===== src/rtl/sdc_pkg.sv =====
package sdc_pkg;
  localparam int CmdW     = 16;
  localparam int IdxW     = 6;
  localparam int ArgW     = 32;
  localparam int RespW    = 128;
  localparam int FrameW   = 136;
  localparam int CrcStrip = 8;
  localparam int PresW    = 32;
  localparam int DatW     = 4;
  localparam int DatPos   = 20;
  localparam int IdxPos   = 8;

  typedef enum logic [1:0] {
    RSP_NONE  = 2'b00,
    RSP_LONG  = 2'b01,
    RSP_SHORT = 2'b10,
    RSP_BUSY  = 2'b11
  } rsp_kind_e;

  typedef struct packed {
    logic [IdxW-1:0] idx;
    logic            data_pres;
    logic            idx_chk;
    logic            crc_chk;
    rsp_kind_e       kind;
  } cmd_fields_t;

  function automatic cmd_fields_t unpack_cmd(input logic [CmdW-1:0] w);
    cmd_fields_t f;
    f.idx       = w[IdxPos +: IdxW];
    f.data_pres = w[5];
    f.idx_chk   = w[4];
    f.crc_chk   = w[3];
    f.kind      = rsp_kind_e'(w[1:0]);
    return f;
  endfunction

  function automatic logic needs_dat(input cmd_fields_t f);
    return f.data_pres || (f.kind == RSP_BUSY);
  endfunction

  // long frame: drop the 8 header bits on top and the CRC byte at the bottom
  function automatic logic [RespW-1:0] long_payload(input logic [FrameW-1:0] fr);
    return {{CrcStrip{1'b0}}, fr[RespW-1:CrcStrip]};
  endfunction

  function automatic logic [ArgW-1:0] short_payload(input logic [FrameW-1:0] fr);
    return fr[CrcStrip +: ArgW];
  endfunction

  function automatic logic [IdxW-1:0] echo_idx(input logic [FrameW-1:0] fr);
    return fr[CrcStrip+ArgW +: IdxW];
  endfunction
endpackage


===== src/rtl/sd_cmd_decode.sv =====
module sd_cmd_decode
  import sdc_pkg::*;
(
  input  logic [CmdW-1:0] cmd_word,
  output cmd_fields_t     fields,
  output logic            dat_need
);
  always_comb begin
    fields   = unpack_cmd(cmd_word);
    dat_need = needs_dat(fields);
  end
endmodule


===== src/rtl/sd_inhibit_flags.sv =====
module sd_inhibit_flags (
  input  logic clk,
  input  logic rst_n,
  input  logic set_cmd,
  input  logic set_dat,
  input  logic clr_cmd,
  input  logic clr_dat,
  output logic cmd_inh,
  output logic dat_inh
);
  always_ff @(posedge clk) begin
    if (!rst_n) begin
      cmd_inh <= 1'b0;
      dat_inh <= 1'b0;
    end else begin
      if (set_cmd)      cmd_inh <= 1'b1;
      else if (clr_cmd) cmd_inh <= 1'b0;
      if (set_dat)      dat_inh <= 1'b1;
      else if (clr_dat) dat_inh <= 1'b0;
    end
  end
endmodule


===== src/rtl/sd_resp_capture.sv =====
module sd_resp_capture
  import sdc_pkg::*;
(
  input  logic              clk,
  input  logic              rst_n,
  input  logic              cap_en,
  input  rsp_kind_e         kind,
  input  logic [FrameW-1:0] frame,
  output logic [RespW-1:0]  resp_q
);
  always_ff @(posedge clk) begin
    if (!rst_n) begin
      resp_q <= '0;
    end else if (cap_en) begin
      if (kind == RSP_LONG) resp_q <= long_payload(frame);
      else                  resp_q[ArgW-1:0] <= short_payload(frame);
    end
  end

  // without a capture strobe the stored words stay put
  a_r8_hold_without_capture: assert property (@(posedge clk) disable iff (!rst_n)
    !cap_en |=> $stable(resp_q));
endmodule


===== src/rtl/sd_cmd_issue.sv =====
module sd_cmd_issue
  import sdc_pkg::*;
(
  input  logic              clk,
  input  logic              rst_n,
  input  logic              arg_wr,
  input  logic [ArgW-1:0]   arg_wdata,
  input  logic              cmd_wr,
  input  logic [CmdW-1:0]   cmd_wdata,
  input  logic [DatW-1:0]   dat_lines,
  input  logic              xfer_done,
  output logic              ser_start,
  output logic [IdxW-1:0]   ser_index,
  output logic [ArgW-1:0]   ser_arg,
  output logic [1:0]        ser_kind,
  output logic              ser_crc_chk,
  input  logic              ser_done,
  input  logic [FrameW-1:0] ser_resp,
  output logic [RespW-1:0]  resp_out,
  output logic              cmd_cmplt,
  output logic              idx_err,
  output logic [PresW-1:0]  prsnt_state
);
  typedef enum logic [1:0] {S_IDLE, S_WAIT, S_BUSY} phase_e;

  phase_e          state_q;
  cmd_fields_t     new_f, fields_q;
  logic            new_dat_need;
  logic [ArgW-1:0] arg_q, arg_launch_q;
  logic            cmd_inh, dat_inh;

  // named events
  logic launch_evt, resp_evt, busy_end, done_evt, cap_en, idx_bad;

  sd_cmd_decode u_dec (
    .cmd_word (cmd_wdata),
    .fields   (new_f),
    .dat_need (new_dat_need)
  );

  assign launch_evt = cmd_wr && !cmd_inh && !(new_dat_need && dat_inh);
  assign resp_evt   = (state_q == S_WAIT) && ser_done;
  assign busy_end   = (state_q == S_BUSY) && dat_lines[0];
  assign done_evt   = (resp_evt && fields_q.kind != RSP_BUSY) || busy_end;
  assign cap_en     = resp_evt && fields_q.kind != RSP_NONE;
  assign idx_bad    = resp_evt && fields_q.idx_chk &&
                      (fields_q.kind == RSP_SHORT || fields_q.kind == RSP_BUSY) &&
                      (echo_idx(ser_resp) != fields_q.idx);

  sd_inhibit_flags u_inh (
    .clk     (clk),
    .rst_n   (rst_n),
    .set_cmd (launch_evt),
    .set_dat (launch_evt && new_dat_need),
    .clr_cmd (done_evt),
    .clr_dat (busy_end || (xfer_done && state_q != S_BUSY)),
    .cmd_inh (cmd_inh),
    .dat_inh (dat_inh)
  );

  sd_resp_capture u_cap (
    .clk    (clk),
    .rst_n  (rst_n),
    .cap_en (cap_en),
    .kind   (fields_q.kind),
    .frame  (ser_resp),
    .resp_q (resp_out)
  );

  always_ff @(posedge clk) begin
    if (!rst_n) begin
      state_q      <= S_IDLE;
      fields_q     <= '0;
      arg_q        <= '0;
      arg_launch_q <= '0;
      ser_start    <= 1'b0;
      cmd_cmplt    <= 1'b0;
      idx_err      <= 1'b0;
    end else begin
      ser_start <= launch_evt;
      cmd_cmplt <= done_evt;
      idx_err   <= idx_bad;
      if (arg_wr) arg_q <= arg_wdata;
      case (state_q)
        S_IDLE: if (launch_evt) begin
          state_q      <= S_WAIT;
          fields_q     <= new_f;
          arg_launch_q <= arg_q;
        end
        S_WAIT: if (ser_done)
          state_q <= (fields_q.kind == RSP_BUSY) ? S_BUSY : S_IDLE;
        S_BUSY: if (dat_lines[0]) state_q <= S_IDLE;
        default: state_q <= S_IDLE;
      endcase
    end
  end

  assign ser_index   = fields_q.idx;
  assign ser_arg     = arg_launch_q;
  assign ser_kind    = fields_q.kind;
  assign ser_crc_chk = fields_q.crc_chk;
  assign prsnt_state = {{(PresW-DatPos-DatW){1'b0}}, dat_lines,
                        {(DatPos-2){1'b0}}, dat_inh, cmd_inh};

  // start is a single-cycle pulse
  a_r2_start_pulse: assert property (@(posedge clk) disable iff (!rst_n)
    ser_start |=> !ser_start);
  // a start is always covered by the command inhibit
  a_r3_start_inhibited: assert property (@(posedge clk) disable iff (!rst_n)
    ser_start |-> cmd_inh);
  // a write during an open command launches nothing
  a_r3_no_launch_when_busy: assert property (@(posedge clk) disable iff (!rst_n)
    (cmd_wr && cmd_inh) |=> !ser_start);
  // completion leaves the CMD line free
  a_r3_cmplt_frees_cmd: assert property (@(posedge clk) disable iff (!rst_n)
    cmd_cmplt |-> !cmd_inh);
  // data inhibit only rises together with a launch
  a_r4_dat_rise_with_start: assert property (@(posedge clk) disable iff (!rst_n)
    $rose(dat_inh) |-> ser_start);
  // while DAT0 is low in the busy phase nothing completes
  a_r9_busy_wait: assert property (@(posedge clk) disable iff (!rst_n)
    (state_q == S_BUSY && !dat_lines[0]) |=> (!cmd_cmplt && cmd_inh));
  // pulses last one cycle
  a_r12_cmplt_pulse: assert property (@(posedge clk) disable iff (!rst_n)
    cmd_cmplt |=> !cmd_cmplt);
  a_r12_idx_err_pulse: assert property (@(posedge clk) disable iff (!rst_n)
    idx_err |=> !idx_err);
endmodule


===== config.mk =====
export PLATFORM = sky130hd
export DESIGN_NAME = sd_cmd_issue
export DESIGN_NICKNAME = d
export VERILOG_FILES = /design/src/rtl/sdc_pkg.sv /design/src/rtl/sd_cmd_decode.sv /design/src/rtl/sd_inhibit_flags.sv /design/src/rtl/sd_resp_capture.sv /design/src/rtl/sd_cmd_issue.sv
export SDC_FILE = /design/constraint.sdc
export NUM_CORES = 1
export LEC_CHECK = 0
export ABC_CLOCK_PERIOD_IN_PS = 1700
export BUFFER_PORTS_ARGS = -buffer_cell sky130_fd_sc_hd__buf_2
export CORE_AREA = 3 3 153 155
export CTS_CLUSTER_DIAMETER = 60
export DETAILED_ROUTE_END_ITERATION = 6
export DIE_AREA = 0 0 156 158
export MAX_ROUTING_LAYER = met4
export PLACE_DENSITY = 0.73
export SKIP_CTS_REPAIR_TIMING = 1
export SYNTH_ARGS = -nofsm -noshare
export SYNTH_HDL_FRONTEND = slang
export SYNTH_SLANG_ARGS = --single-unit
export TNS_END_PERCENT = 30

===== constraint.sdc =====
create_clock -name clk -period 1.7 [get_ports clk]
set_input_delay 0 -clock clk [delete_from_list [all_inputs] [get_ports clk]]
set_output_delay 0 -clock clk [all_outputs]
set_load 0.005 [all_outputs]

==> metrics <==
chip width=156 um; Site Rows=54; All-Layer GR Usage=18.2%; total negative setup slack=0 ps; most common cell after layout, fill and taps aside=buf_2; CTS tree=yes; met3 GRT Util=3.91%; met2 Use GR=30.6%; Routed Wire Length=27,700 um; via count=8,438; largest net degree at the start of global routing=89; Num Clock Sinks=201; gpl congestion=0.779; fraction of registers with async set or reset after synthesis=0%; Slew HR=56.6%; P_leak=5.40 nW; post-synthesis area per instance=8.65 um^2; critical-path cell list=nand2b_1 > a2111oi_4 > buf_12 > mux2i_1; CP Max Fanout=35; total CTS buffers=22; I/O pin count=398; Hold Vio Cnt, Final=0; Clk Latency, worst-skew pair=500 ps; root buf cell=clkbuf_16; Worst Setup Start Kind=register; DR pass1 iterations=5; fin crit period=1620 ps; Initial Util=36.6%; total grt overflow=0; die area=24,600 um^2; H-Tree Depth=1; ys flop type=dfxtp_1; clock share of power=42.4%; commonest cells after routing, fill and taps aside=buf_2, dfxtp_1, dlygate4sd3_1, a21oi_1, nand3_1; RSZ-0062 raised after global routing=true; first-pass GRT wire length=36,000 um; CP Capture Type=register; met1 usage=21.8%; initial drt markers=708; Post-synth EDFFs=0; CP Data Required Time=2120 ps; Seq pwr share=45.1%; CTS Buffer Depth=3; Gate power share=12.5%; mapped cell area=8040 um^2; Seq cells post-synth=201; Final Cycle Share=95.5%; clk_skew=8.57 ps; Pwr Total=10.9 mW; setup ws final=77.3 ps; antenna violations before repair=1; dpl cell area=9770 um^2; reg-to-reg critical path startpoint=u_inh.cmd_inh; crit path DAT=2040 ps; status=completed; layout net count=1,570; setup slack at placement=116 ps; worst vdd ir=780 uV; area grow syn2layout=51.2%; CORE AREA=22,000 um^2; post-layout util=55.4%; Crit Path Category=reg2reg; CP peak stage delay=430 ps; Fmax=616 MHz; busiest metal layer after global routing=met2; Cells after DPL=1,465; CTS clk-pin slew, worst paths=60 ps; vias in the first global route=7,060; PwrDens=897 nW/um^2; ANT nets after route=0; Mapped Cells=929; port bufs=336; share of layout cells above drive strength 1=28.8%; Net Sw Frac=24.5%; die height=158 um; hold slack=0.00659 ps; design area=12,200 um^2; via/cell ratio=5.05; final setup vio count=0; min-delay src=dat_lines[1]; NetSw=2.67 mW; Pint=8.23 mW; Netlist cell types=36; routed len/inst=16.6 um; Least-Margin Pin Slew=651 ps; Slew Limit Fails=0; CP Launch Point=u_inh.cmd_inh; Min-Delay Path Class=in2out; YS warnings=0; Finished Layout Cells=1,670; Max-Cap Viols=0; # DRC=0; CP max stage cell=a2111oi_4; post-DP HPWL=16,200 um; sequential area share after synthesis=50.1%
==> per-layer routing <==
layer	vias to the layer above	routed length (um)
li1	4022	-
met4	0	1100
met3	86	2010
met1	3909	10600
met2	421	14000
met5	-	0
==> cell families after synthesis <==
group                  count (synthesis)  synth area share, %
XOR/XNOR                               6                0.654
flip-flops                           201                 50.1
AND/OR/NAND/NOR                      254                 14.3
buffers and inverters                141                 9.39
other                                  1               0.0467
AO/OA/AOI/OAI                        252                 16.3
multiplexers                          74                 9.22
==> synthesized netlist by cell type (2+ instances only) <==
cell	count	area share [%]
a211oi_1	3	0.28
o21a_1	2	0.19
buf_2	10	0.62
nand2_1	85	4.0
xor2_1	6	0.65
inv_2	2	0.093
a21oi_1	122	7.6
inv_1	3	0.14
nand3_1	120	7.5
buf_4	48	4.5
clkbuf_1	68	3.2
buf_6	4	0.56
clkbuf_2	2	0.12
o21ai_1	2	0.12
buf_1	4	0.19
mux2i_1	74	9.2
o21ai_0	118	7.3
dfxtp_1	201	50
nand2b_1	2	0.16
nor2_1	36	1.7
and3b_1	2	0.22
==> worst paths after layout <==
check	end	slack, ps	depth (start not counted)
hold reg to reg	ser_arg[31]	450	2
setup / recovery	ser_arg[3]	80	4
setup reg to reg	ser_arg[3]	80	4
hold / removal	prsnt_state[21]	0.007	0
==> cell type report <==
| class | count | area, um^2 |
|---|---|---|
| fill | 1849 | 9800 |
| sequential | 201 | 4030 |
| timing repair buffer | 526 | 3670 |
| multi-input combinational | 620 | 3390 |
| clock buffer | 31 | 666 |
| tap | 280 | 350 |
| clock inverter | 6 | 36.3 |
| inverter | 5 | 21.3 |
| antenna | 1 | 2.50 |
==> critical path: cells and delay by family (launching register included) <==
kind,cells,cell delay [ps]
multiplexers,1,260
AND/OR/NAND/NOR,1,210
flip-flops,1,310
AO/OA/AOI/OAI,1,430
buffers and inverters,1,310
==> power by group through the flow <==
stage | clock network [mW] | logic [mW] | registers (mW)
after global placement | 0 | 1.02 | 5.01
after floorplan | 0 | 0.656 | 5.01
after detailed placement | 0 | 1.03 | 5.02
after global routing | 4.86 | 1.47 | 4.93
final | 4.62 | 1.36 | 4.92
after CTS | 4.74 | 1.04 | 4.92
==> state kept, by name, indices dropped and copies added (netlist names) <==
name,cells
u_cap.resp_q,120
arg_q,32
ser_arg,32
ser_index,6
ser_kind,2
state_q,2
cmd_cmplt,1
fields_q,1
idx_err,1
ser_crc_chk,1
ser_start,1
u_inh.cmd_inh,1
u_inh.dat_inh,1
Power figures use the tool's default switching activity.
